### config.mk
export PLATFORM = sky130hd
export DESIGN_NAME = mbus_front
export DESIGN_NICKNAME = d
export VERILOG_FILES = /design/src/rtl/mbf_pkg.sv /design/src/rtl/mbf_sync.sv /design/src/rtl/mbf_strobe_decode.sv /design/src/rtl/mbf_clear_debounce.sv /design/src/rtl/mbus_front.sv
export SDC_FILE = /design/constraint.sdc
export NUM_CORES = 1
export LEC_CHECK = 0
export ABC_AREA = 1
export BUFFER_PORTS_ARGS = -buffer_cell sky130_fd_sc_hd__buf_2
export CELL_PAD_IN_SITES_DETAIL_PLACEMENT = 1
export CELL_PAD_IN_SITES_GLOBAL_PLACEMENT = 2
export CORE_ASPECT_RATIO = 0.9
export CORE_MARGIN = 2
export CORE_UTILIZATION = 35
export DETAILED_ROUTE_END_ITERATION = 10
export PLACE_DENSITY_LB_ADDON = 0.15
export SETUP_SLACK_MARGIN = 0.15
export SYNTH_ARGS = -nofsm -noshare
export SYNTH_HDL_FRONTEND = slang
export SYNTH_HIERARCHICAL = 1
export SYNTH_SLANG_ARGS = --single-unit
### constraint.sdc
create_clock -name clk -period 2.5 [get_ports clk]
set_input_delay 0.5 -clock clk [delete_from_list [all_inputs] [get_ports clk]]
set_output_delay 0.5 -clock clk [all_outputs]
set_load 0.05 [all_outputs]
### src/rtl/mbf_pkg.sv
package mbf_pkg;
  localparam int DATA_W = 8;
  localparam int IDX_W  = 7;
  typedef logic [DATA_W-1:0] byte_t;
  typedef logic [IDX_W-1:0]  idx_t;
  // extended-bank offsets that mirror the last indices
  localparam idx_t SHD_STD_OFF = idx_t'(7'h7E);
  localparam idx_t SHD_EXT_OFF = idx_t'(7'h7F);
endpackage

### src/rtl/mbf_sync.sv
module mbf_sync #(
  parameter int W = 1,
  parameter logic [W-1:0] RST_VAL = '0
) (
  input  logic         clk,
  input  logic         rst_n,
  input  logic [W-1:0] d,
  output logic [W-1:0] q
);
  logic [W-1:0] meta;
  always_ff @(posedge clk or negedge rst_n) begin
    if (!rst_n) begin
      meta <= RST_VAL;
      q    <= RST_VAL;
    end else begin
      meta <= d;
      q    <= meta;
    end
  end
endmodule

### src/rtl/mbf_strobe_decode.sv
module mbf_strobe_decode (
  input  logic mode,
  input  logic cs_s,
  input  logic ds_s,
  input  logic ds_p,
  input  logic rw_s,
  input  logic rw_p,
  output logic rd_go,
  output logic wr_go,
  output logic rd_phase
);
  always_comb begin
    if (mode) begin
      rd_go    = !cs_s && ds_s && !ds_p && rw_s;
      wr_go    = !cs_s && !ds_s && ds_p && !rw_s;
      rd_phase = !cs_s && ds_s && rw_s;
    end else begin
      rd_go    = !cs_s && !ds_s && ds_p;
      wr_go    = !cs_s && rw_s && !rw_p;
      rd_phase = !cs_s && !ds_s;
    end
  end
endmodule

### src/rtl/mbf_clear_debounce.sv
module mbf_clear_debounce #(
  parameter int CLR_CYCLES = 1000
) (
  input  logic clk,
  input  logic rst_n,
  input  logic clr_n,
  output logic fire
);
  localparam int CNT_W = $clog2(CLR_CYCLES + 1);
  logic             clr_s;
  logic [CNT_W-1:0] cnt;

  mbf_sync #(.W(1), .RST_VAL(1'b1)) i_sync (
    .clk(clk), .rst_n(rst_n), .d(clr_n), .q(clr_s)
  );

  assign fire = !clr_s && (cnt == CNT_W'(CLR_CYCLES - 1));

  always_ff @(posedge clk or negedge rst_n) begin
    if (!rst_n)                             cnt <= '0;
    else if (clr_s)                         cnt <= '0;
    else if (cnt != CNT_W'(CLR_CYCLES))     cnt <= cnt + 1'b1;
  end
endmodule

### src/rtl/mbus_front.sv
module mbus_front
  import mbf_pkg::*;
#(
  parameter int CLR_CYCLES = 1000
) (
  input  logic              clk,
  input  logic              rst_n,
  input  logic              bus_mode,
  input  logic              cs_n,
  input  logic              as,
  input  logic              ds,
  input  logic              rw,
  input  logic              bank_sel,
  input  logic [DATA_W-1:0] ad_in,
  output logic [DATA_W-1:0] ad_out,
  output logic              ad_oe,
  output logic              rf_rd,
  output logic              rf_wr,
  output logic              rf_bank,
  output logic [IDX_W-1:0]  rf_off,
  output logic [DATA_W-1:0] rf_wdata,
  input  logic [DATA_W-1:0] rf_rdata,
  input  logic              nmi_bit,
  input  logic              cent_bit,
  input  logic              clr_n,
  output logic              mem_clear
);
  localparam int SW = 5 + DATA_W;
  localparam logic [SW-1:0] SYNC_RST = {1'b0, 1'b0, 1'b1, 1'b1, 1'b0, {DATA_W{1'b0}}};

  logic [SW-1:0] pins_s;
  logic  as_s, ds_s, rw_s, cs_s, bank_s;
  byte_t ad_s;
  logic  as_p, ds_p, rw_p;
  logic  rd_go, wr_go, rd_phase, clr_fire;
  idx_t  idx_std, idx_ext, shd_std, shd_ext, cur_off;
  logic  cur_shd, rd_q, rd_shd_q, rd_sel_q;

  mbf_sync #(.W(SW), .RST_VAL(SYNC_RST)) i_pin_sync (
    .clk(clk), .rst_n(rst_n),
    .d({as, ds, rw, cs_n, bank_sel, ad_in}),
    .q(pins_s)
  );
  assign {as_s, ds_s, rw_s, cs_s, bank_s, ad_s} = pins_s;

  always_ff @(posedge clk or negedge rst_n) begin
    if (!rst_n) begin
      as_p <= 1'b0;
      ds_p <= 1'b0;
      rw_p <= 1'b1;
    end else begin
      as_p <= as_s;
      ds_p <= ds_s;
      rw_p <= rw_s;
    end
  end

  mbf_strobe_decode i_decode (
    .mode(bus_mode), .cs_s(cs_s), .ds_s(ds_s), .ds_p(ds_p),
    .rw_s(rw_s), .rw_p(rw_p),
    .rd_go(rd_go), .wr_go(wr_go), .rd_phase(rd_phase)
  );

  mbf_clear_debounce #(.CLR_CYCLES(CLR_CYCLES)) i_clear (
    .clk(clk), .rst_n(rst_n), .clr_n(clr_n), .fire(clr_fire)
  );

  // index capture on address strobe fall, independent of chip select
  always_ff @(posedge clk or negedge rst_n) begin
    if (!rst_n) begin
      idx_std <= '0;
      idx_ext <= '0;
    end else if (as_p && !as_s) begin
      if (bank_s) idx_ext <= ad_s[IDX_W-1:0];
      else        idx_std <= ad_s[IDX_W-1:0];
    end
  end

  assign cur_off = bank_s ? idx_ext : idx_std;
  assign cur_shd = bank_s && (cur_off == SHD_STD_OFF || cur_off == SHD_EXT_OFF);

  // shadows of the last index used per bank; clear wins
  always_ff @(posedge clk or negedge rst_n) begin
    if (!rst_n) begin
      shd_std <= '0;
      shd_ext <= '0;
    end else if (clr_fire) begin
      shd_std <= '0;
      shd_ext <= '0;
    end else if ((rd_go || wr_go) && !cur_shd) begin
      if (bank_s) shd_ext <= cur_off;
      else        shd_std <= cur_off;
    end
  end

  always_ff @(posedge clk or negedge rst_n) begin
    if (!rst_n) begin
      rf_rd     <= 1'b0;
      rf_wr     <= 1'b0;
      rf_bank   <= 1'b0;
      rf_off    <= '0;
      rf_wdata  <= '0;
      rd_q      <= 1'b0;
      rd_shd_q  <= 1'b0;
      rd_sel_q  <= 1'b0;
      ad_oe     <= 1'b0;
      ad_out    <= '0;
      mem_clear <= 1'b0;
    end else begin
      rf_rd     <= rd_go && !cur_shd;
      rf_wr     <= wr_go && !cur_shd;
      rd_q      <= rd_go;
      ad_oe     <= rd_phase;
      mem_clear <= clr_fire;
      if (rd_go || wr_go) begin
        rf_bank  <= bank_s;
        rf_off   <= cur_off;
        rd_shd_q <= cur_shd;
        rd_sel_q <= cur_off[0];
      end
      if (wr_go) rf_wdata <= ad_s;
      if (rd_q) begin
        if (!rd_shd_q)     ad_out <= rf_rdata;
        else if (rd_sel_q) ad_out <= {cent_bit, shd_ext};
        else               ad_out <= {nmi_bit, shd_std};
      end
    end
  end
endmodule

==> flow_summary.yaml, run 1 <==
route:
  drt_first_pass_iters: 4
  vias: 2820
  drc: 0
  viasPerCell: 4.57
  drt_iter0_drc: 120
  avgRoutedWirePerCell_um: 13.6
  antenna_left: 0
  totalWireLength_um: 8390
placed_design:
  place_inst: 601
  portBuffers: 54
  routabilityCongestion: 0.794
  post-dp-hpwl_um: 6210
  place_ws_ps: 277
grt:
  grt_max_degree: 44
  grt_pass1_vias: 2947
  track_usage_pct: 15.4
  grt_pass1_wl_um: 14500
  grt_antenna_before_repair: 0
  grt_overflow: 0
clocking:
  cts_root_buf: "clkbuf_16"
  postCtsHoldBufs: 0
  clk_latency_ps: 340
  clockBufferDepth: 2
  cts_setup_buffers: 0
  path_clk_slew_ps: 60
  h-tree-depth: 3
  cts_tree: "done"
  clkSinkCount: 99
  cts_buffers: 9
setup_path:
  path_cells: "ha_1 -> nand2_2 -> inv_1 -> and3_1 -> inv_1 -> nand2_2 -> mux2_2"
  crit_family: "simple AND/OR/NAND/NOR gates"
  critPathKind: "register to register"
  critPathRequiredTime_ps: 2720
  critPathBufInv: 2
  worstSetupStartpointType: "register"
  cp-end-kind: "register"
  crit_arrival_ps: 2340
  crit_slowest_cell: "dfrtp_1"
  path_max_fanout: 13
  cpPeakStageDelay_ps: 410
synth:
  synth_cell_types: 29
  netlist.area_leader.share_pct: 59.0
  synth_edf_count: 0
  synthTopCellsByCount: "dfrtp_1, nand2_1, inv_1"
  synth_ff_type: "dfrtp_1"
  synth-seq-cells: 99
  synthMostInstantiatedCell: "dfrtp_1"
  yosysSeqAreaShare_pct: 63.7
  async_reset_ff_share_pct: 100
  yosys.area.top_type: "dfrtp_1"
  synth_area_um2: 3900
  synthCells: 402
  yosys_warnings: 6
  syn_avg_cell_area_um2: 9.71
  ys_top_cells_by_area: "dfrtp_1, nand2_1, o21ai_0, dfstp_2, inv_1"
  synth_nets: 431
pwr:
  power.density_nw_per_um2: 904
  switching_power_w: 0.00130
  leakagePower_nw: 2.31
  sw_frac_of_total_pct: 30.7
  seqPwrFrac_pct: 46.0
  combinationalPowerShare_pct: 18.6
  internal-power_w: 0.00293
  pwr-share-clk_pct: 35.3
  ir_drop_mv: 0.479
sta:
  finalMaxSlewViolations: 0
  fin_crit_sh_pct: 84.9
  max_freq_mhz: 471
  hold_violations: 0
  finalWorstSetupSlack_ps: 378
  maxSlewHeadroom_pct: 62.0
  rsz0062_at_grt: "false"
  min_period_ps: 2120
  fin_tns_setup_ps: 0
  finalSetupViolCount: 0
  clock_skew_ps: 10.4
  tightest_slew_ps: 570
floorplanning:
  dieHeight_um: 104
  core_um2: 10900
  dieArea_um2: 12000
  rows: 36
  num_io_pins: 55
  initial_core_util_pct: 36.0
  dieWidth_um: 115
run_status:
  status: "complete, no violations"
cells_and_area:
  drive_gt1_share_pct: 22.4
  area_delta_synth_final_pct: 19.9
  insertedDiodeCount: 0
  nNetsFinal: 489
  instances_no_fill: 617
run:
  cap_violations: 0
min_path:
  holdCritPathClass: "primary input to asynchronous set/reset pin"
-- layout by cell type, fill, tap and decap left out, drive strengths merged --
cell type and n:
dfstp 7, bufinv 2, and3 1, xor2 1, nand3 29, mux2i 3
ha 2, o21ai 46, nand4 3, mux2 1, clkinv 2, buf 58
nand2 88, inv 47, dfrtp 92, clkinvlp 1, a21oi 23, nor3 3
clkbuf 11, nor2 45
-- per-stage QoR --
step                      hold slack [ps]  power [W]  instance area [µm²]  utilization [%]
after floorplan                       204    0.00253                 3910                -
after global placement                331    0.00276                 4350             40.1
after detailed placement              336    0.00278                 4350             40.1
after CTS                             170    0.00430                 4680             43.1
after global routing                  182    0.00447                 4680             43.1
final                                 154    0.00423                 4680             43.1
-- worst register-to-register path, stage by stage, from the launching register on --
cell and delay, ps:
dfrtp_1 410, ha_1 210, nand2_2 80, inv_1 90, and3_1 380, inv_1 230, nand2_2 250, mux2_2 360
-- power by group through the flow --
stage,registers (W),clock network (W),logic (W)
after floorplan,0.00225,0,0.000285
after global placement,0.00197,0,0.000791
after detailed placement,0.00198,0,0.000802
after CTS,0.00195,0.00155,0.000804
after global routing,0.00198,0.00161,0.000877
final,0.00195,0.00150,0.000789
-- per-layer routing --
metal	wire length, µm	vias up	share of wire, %	track usage [%]
li1	-	1390	-	-
met1	4290	1368	51	22.2
met2	3730	53	44	22.8
met3	263	9	3.1	3.67
met4	107	0	1.3	4.91
met5	0	-	0	0
-- what timing repair did --
action                                  CTS  global route
hold endpoints to repair                  0             0
endpoints found under the setup margin    0             1
gates resized for setup                   0             1
-- worst paths after layout --
| path | from | end | slack (ps) | depth (start not counted) |
|---|---|---|---|---|
| min in group clk | clr_n | i_clear/i_sync/meta$_DFF_PN1_ | 260 | 1 |
| hold / removal | rst_n | ad_out[7]$_DFFE_PN0P_ | 150 | 1 |
| max in group asynchronous | rst_n | i_clear/i_sync/meta$_DFF_PN1_ | 1700 | 2 |
| setup / recovery | i_clear/cnt[1]$_DFFE_PN0P_ | shd_std[5]$_DFFE_PN0P_ | 380 | 7 |
| setup reg to reg | i_clear/cnt[1]$_DFFE_PN0P_ | shd_std[5]$_DFFE_PN0P_ | 380 | 7 |
| hold reg to reg | i_pin_sync/meta[12]$_DFF_PN0_ | i_pin_sync/q[12]$_DFF_PN0_ | 350 | 0 |
-- flip-flops by register name, summed over array words and instances, names as in the netlist, 7 cells and up --
register / count
i_pin_sync/meta: 13
i_pin_sync/q: 13
i_clear/cnt: 10
ad_out: 8
rf_wdata: 8
idx_ext: 7
idx_std: 7
rf_off: 7
shd_ext: 7
shd_std: 7
-- final cells by class --
| class | instances | area, µm² |
|---|---|---|
| clock inverters | 5 | 85.1 |
| well taps | 152 | 190 |
| inverters | 47 | 179 |
| multi-input cells | 245 | 1180 |
| clock buffers | 11 | 243 |
| repair buffers | 58 | 315 |
| flip-flops and latches | 99 | 2490 |
| fillers | 1242 | 6170 |
-- kinds of logic after synthesis --
| logic type | share of synthesized area (%) |
|---|---|
| DFF | 63.7 |
| xor gates and xnor gates | 0.224 |
| muxes | 1.06 |
| and+or+nand+nor | 19.5 |
| buffers and inverters | 6.06 |
| adders and majority gates | 0.641 |
| AOI/OAI and AO/OA | 8.84 |
Power figures use the tool's default switching activity.
==> inputs of run 2 (changes only) <==
==> constraint.sdc (replaced) <==
create_clock -name clk -period 2.1 [get_ports clk]
set_input_delay 0.42 -clock clk [delete_from_list [all_inputs] [get_ports clk]]
set_output_delay 0.42 -clock clk [all_outputs]
set_load 0.05 [all_outputs]
==> run 2 against run 1 <==
The run now ends with negative hold slack left. Non-clock buffer count up 1. Setup slack worse by 45 ps. Worst hold slack worse by 160 ps. Sequential cell count unchanged. Sequential power increased by 19%. Utilization shrank 0.24 points. Critical path type unchanged.
==> flow_summary.yaml, run 2 (synthesis results as in run 1) <==
run_status:
  status: "finished with violations"
  violations: "negative hold slack"
placed_design:
  routabilityCongestion: 0.760
  portBuffers: 54
  post-dp-hpwl_um: 5990
  placed_area_um2: 4370
sta:
  max_freq_mhz: 566
  fin_crit_sh_pct: 84.1
  hold_violations: 1
  finalMaxSlewViolations: 0
  rsz0062_at_grt: "false"
  finalSetupViolCount: 0
  fin_tns_setup_ps: 0
  clock_skew_ps: 9.60
  min_period_ps: 1770
  maxSlewHeadroom_pct: 66.6
  tightest_slew_ps: 499
  whs_ps: -3.57
clocking:
  postCtsHoldBufs: 0
  path_clk_slew_ps: 70
  cts_setup_buffers: 0
  cts_buffers: 9
  cts_root_buf: "clkbuf_16"
  clkSinkCount: 99
  clockBufferDepth: 2
  clk_latency_ps: 340
  cts_tree: "done"
  h-tree-depth: 3
  post_cts_resized: 0
cells_and_area:
  final_common_cell: "dfrtp_1"
  reg_top3: "i_pin_sync/meta x13, i_pin_sync/q x13, i_clear/cnt x10"
  drive_gt1_share_pct: 22.1
  final_cell_area_um2: 4660
  nNetsFinal: 490
  area_delta_synth_final_pct: 19.3
  insertedDiodeCount: 0
  final_cell_mix: "dfrtp_1, nand2_1, buf_2"
  fill_cells: 1242
route:
  totalWireLength_um: 8440
  drt_iter0_drc: 108
  avgRoutedWirePerCell_um: 13.7
  vias: 2819
  drc: 0
  antenna_left: 0
  viasPerCell: 4.56
  drt_first_pass_iters: 4
run:
  cap_violations: 0
setup_path:
  cpPeakStageDelay_ps: 420
  cp-end-kind: "register"
  crit_arrival_ps: 1990
  critPathRequiredTime_ps: 2320
  path_cells: "ha_1 -> nand2_2 -> inv_1 -> and3_1 -> inv_1 -> nand2_1 -> buf_4 -> nand2_1 -> o21ai_0"
  worstSetupStartpointType: "register"
  path_max_fanout: 12
  critPathKind: "register to register"
  crit_slowest_cell: "dfrtp_1"
floorplanning:
  num_io_pins: 55
  dieWidth_um: 115
  rows: 36
  dieHeight_um: 104
  core_um2: 10900
  dieArea_um2: 12000
  initial_core_util_pct: 36.0
grt:
  grt_antenna_before_repair: 0
  grt_overflow: 0
  track_usage_pct: 15.4
  grt_max_degree: 39
  grt_pass1_vias: 2878
  grt_pass1_wl_um: 14500
pwr:
  ir_drop_mv: 0.486
  fin_total_pwr_w: 0.00483
  leakagePower_nw: 2.29
  power.density_nw_per_um2: 1040
min_path:
  holdCritPathClass: "primary input to asynchronous set/reset pin"
-- run 2: cell count changes in the layout (fill, tap and decap cells not counted), sizes merged --
| cell | delta |
|---|---|
| inv | -1 |
| clkbuf | +2 |
| buf | +1 |
| clkinvlp | +1 |
| bufinv | -2 |
-- run 2: cell type report --
class | count | area (µm²) | share of cell area, %
clock buffer | 13 | 260 | 5.59
clock inverter | 3 | 23.8 | 0.510
inverter | 47 | 179 | 3.84
multi-input combinational | 245 | 1180 | 25.4
sequential | 99 | 2490 | 53.4
tap | 152 | 190 | 4.08
timing repair buffer | 59 | 335 | 7.20
-- run 2: final timing paths --
| check | from | slack, ps | cells past startpoint | end |
|---|---|---|---|---|
| max | i_clear/cnt[0]$_DFFE_PN0P_ | 330 | 9 | shd_std[3]$_DFFE_PN0P_ |
| max reg2reg | i_clear/cnt[0]$_DFFE_PN0P_ | 330 | 9 | shd_std[3]$_DFFE_PN0P_ |
| max in group asynchronous | rst_n | 1550 | 2 | i_pin_sync/q[0]$_DFF_PN0_ |
| min | rst_n | -4 | 1 | i_pin_sync/meta[11]$_DFF_PN0_ |
| min in group clk | rw | 170 | 1 | i_pin_sync/meta[10]$_DFF_PN1_ |
| min reg2reg | i_pin_sync/meta[12]$_DFF_PN0_ | 340 | 0 | i_pin_sync/q[12]$_DFF_PN0_ |
-- run 2: metal layers --
layer,vias up,global-route usage [%],share of wire (%)
met2,52,23.1,45
met3,9,3.44,3.3
met4,0,4.91,1.4
met1,1363,22.1,50
met5,-,0,0
li1,1395,-,-
-- run 2: worst max-delay path: cells and delay by family, from the launching register on --
family                     cells  cell delay (ps)
and+or+nand+nor                4              470
buffers and inverters          3              440
DFF                            1              420
adders and majority gates      1              240
AOI/OAI and AO/OA              1               80
-- run 2: where the power goes --
group          leakage (nW)  internal [W]  switching [W]  total (W)
clock network         0.132      0.000871       0.000695    0.00157
registers              1.21       0.00217       0.000145    0.00232
logic                 0.947      0.000238       0.000708   0.000947
total                  2.29       0.00328        0.00155    0.00483
-- run 2: stage by stage --
step	hold slack [ps]	utilization (%)	cells	setup WS [ps]
after floorplan	124	-	402	350
after detailed placement	336	40.3	602	332
after global placement	331	40.3	602	356
final	-3.57	42.9	618	333
after global routing	17.2	42.9	618	157
after CTS	2.96	42.9	618	318
==> inputs of run 3 (changes only) <==
==> constraint.sdc (replaced) <==
create_clock -name clk -period 1.8 [get_ports clk]
set_input_delay 0.36 -clock clk [delete_from_list [all_inputs] [get_ports clk]]
set_output_delay 0.36 -clock clk [all_outputs]
set_load 0.05 [all_outputs]
==> run 3 against run 2 <==
The flow still finishes with violations (negative hold slack). Utilization grew 1.7 points. First-iteration DRC count decreased by 30%. Power rose by 19%. Count of clock-buffer cells in the layout shrank 2. Final area is 4.0% higher. Via count rose by 2.0%. Clock skew decreased by 2.0 ps. Non-clock buffer count up 14. Worst hold slack got worse by 1.5 ps. Cell count is 2.3% higher. Sequential cell count did not move. Largest cell class unchanged. Sequential power increased by 16%.
==> flow_summary.yaml, run 3 (synthesis results as in run 1) <==
pwr:
  sw_frac_of_total_pct: 31.6
  internal-power_w: 0.00394
  seqPwrFrac_pct: 46.7
  combinationalPowerShare_pct: 20.0
  ir_drop_mv: 0.564
  pwr-share-clk_pct: 33.3
  leakagePower_nw: 2.38
  switching_power_w: 0.00183
  fin_total_pwr_w: 0.00577
  power.density_nw_per_um2: 1190
route:
  viasPerCell: 4.55
  drt_iter0_drc: 76
  drc: 0
  totalWireLength_um: 8610
  vias: 2876
  antenna_left: 0
  drt_first_pass_iters: 4
  avgRoutedWirePerCell_um: 13.6
sta:
  min_period_ps: 1580
  rsz0062_at_grt: "true"
  tightest_slew_ps: 535
  max_freq_mhz: 635
  clock_skew_ps: 7.56
  finalMaxSlewViolations: 0
  finalSetupViolCount: 0
  hold_violations: 6
  maxSlewHeadroom_pct: 64.4
  fin_tns_setup_ps: 0
  whs_ps: -5.11
  fin_crit_sh_pct: 87.5
  finalWorstSetupSlack_ps: 225
cells_and_area:
  final_cell_mix: "dfrtp_1, nand2_1, buf_2"
  seqCellArea_um2: 2490
  final_common_cell: "dfrtp_1"
  insertedDiodeCount: 0
  reg_top3: "i_pin_sync/meta x13, i_pin_sync/q x13, i_clear/cnt x10"
  multiInputGateArea_um2: 1230
  utilization_pct: 44.6
  fill_cells: 1238
  area_delta_synth_final_pct: 24.1
  nNetsFinal: 504
  drive_gt1_share_pct: 26.9
clocking:
  cts_buffers: 9
  cts_root_buf: "clkbuf_16"
  cts_tree: "done"
  h-tree-depth: 3
  clkSinkCount: 99
  clk_latency_ps: 350
  path_clk_slew_ps: 60
  clockBufferDepth: 2
setup_path:
  rrSetupSlack_ps: 220
  r2r_start: "i_pin_sync/q[10]$_DFF_PN1_"
  cp-end-kind: "register"
  crit_cells: 7
  path_cells: "inv_1 -> nor2_4 -> nand2_1 -> nand2_2 -> o21ai_0 -> nand2_1 -> mux2_2"
  critPathLaunch: "i_pin_sync/q[10]$_DFF_PN1_"
  rr_endpoint: "shd_std[5]$_DFFE_PN0P_"
  critPathRequiredTime_ps: 2030
  critPathBufInv: 1
  worstSetupStartpointType: "register"
  cpPeakStageDelay_ps: 550
  r2r_cells: 7
  crit_arrival_ps: 1810
  crit_slowest_cell: "dfstp_2"
  cpMostUsedCell: "nand2_1"
  critPathKind: "register to register"
  path_max_fanout: 4
  crit_family: "flip-flops"
grt:
  grt_overflow: 0
  top_usage_layer: "met2"
  grt_pass1_vias: 2966
  grt_pass1_wl_um: 14600
  grt_max_degree: 41
  track_usage_pct: 15.6
  use_met3_pct: 4.37
  met2_usage_pct: 24.4
  use_met1_pct: 20.6
  grt_antenna_before_repair: 0
placed_design:
  place_ws_ps: 84.0
  portBuffers: 54
  routabilityCongestion: 0.724
  post-dp-hpwl_um: 6210
run:
  cap_violations: 0
floorplanning:
  dieHeight_um: 104
  rows: 36
  initial_core_util_pct: 36.0
  dieArea_um2: 12000
  core_um2: 10900
  num_io_pins: 55
  dieWidth_um: 115
run_status:
  violations: "negative hold slack"
  status: "finished with violations"
min_path:
  holdCritPathClass: "primary input to asynchronous set/reset pin"
==> run 3: cell types whose count changed in the layout (fill, tap and decap cells not counted), sizes merged <==
cell    change
bufinv      +1
buf        +14
clkbuf      -2
inv         -1
clkinv      +2
==> run 3: worst max-delay path by stage <==
stage	to
after floorplan	shd_std[3]$_DFFE_PN0P_
after global placement	shd_ext[4]$_DFFE_PN0P_
after detailed placement	shd_ext[0]$_DFFE_PN0P_
after CTS	shd_std[4]$_DFFE_PN0P_
after global routing	shd_ext[1]$_DFFE_PN0P_
final	shd_std[5]$_DFFE_PN0P_
==> run 3: power by group through the flow <==
stage	Combinational, W	Clock, W	Sequential [W]
detailed placement	0.00114	0	0.00274
global route	0.00127	0.00209	0.00273
global placement	0.00112	0	0.00273
finish	0.00115	0.00192	0.00269
CTS	0.00115	0.00200	0.00270
floorplan	0.000397	0	0.00312
==> run 3: worst reg2reg max path: cells and delay by family, from the launching register on <==
family / cells / cell delay, ps
AO/OA/AOI/OAI: 1 / 110
buffers and inverters: 1 / 60
flip-flops: 1 / 550
multiplexers: 1 / 340
AND/OR/NAND/NOR: 4 / 390
==> run 3: stage by stage <==
stage	area (µm²)	cells
after CTS	4730	625
after global routing	4840	632
after floorplan	3920	402
after detailed placement	4420	607
final	4840	632
after global placement	4420	607
==> run 3: layer usage <==
metal / up-vias / share of wire, % / routed length, µm
met3: 11 / 4.1 / 354
met5: - / 0 / 0
met2: 51 / 47 / 4050
met4: 0 / 1.6 / 142
li1: 1424 / - / -
met1: 1390 / 47 / 4060
==> run 3: cell type report <==
class	count	share of cell area [%]
Tap cell	152	3.93
Inverter	47	3.82
Clock inverter	5	1.08
Timing Repair Buffer	73	9.50
Sequential cell	99	51.3
Multi-Input combinational cell	245	25.3
Clock buffer	11	5.01
==> run 3: repair_timing <==
action / in CTS / in global routing
hold endpoints to repair: 0 / 0
gates resized for setup: 2 / 13
pin swaps: 0 / 4
hold buffers: 0 / 0
setup endpoints to repair: 14 / 25
buffers inserted: 2 / 7
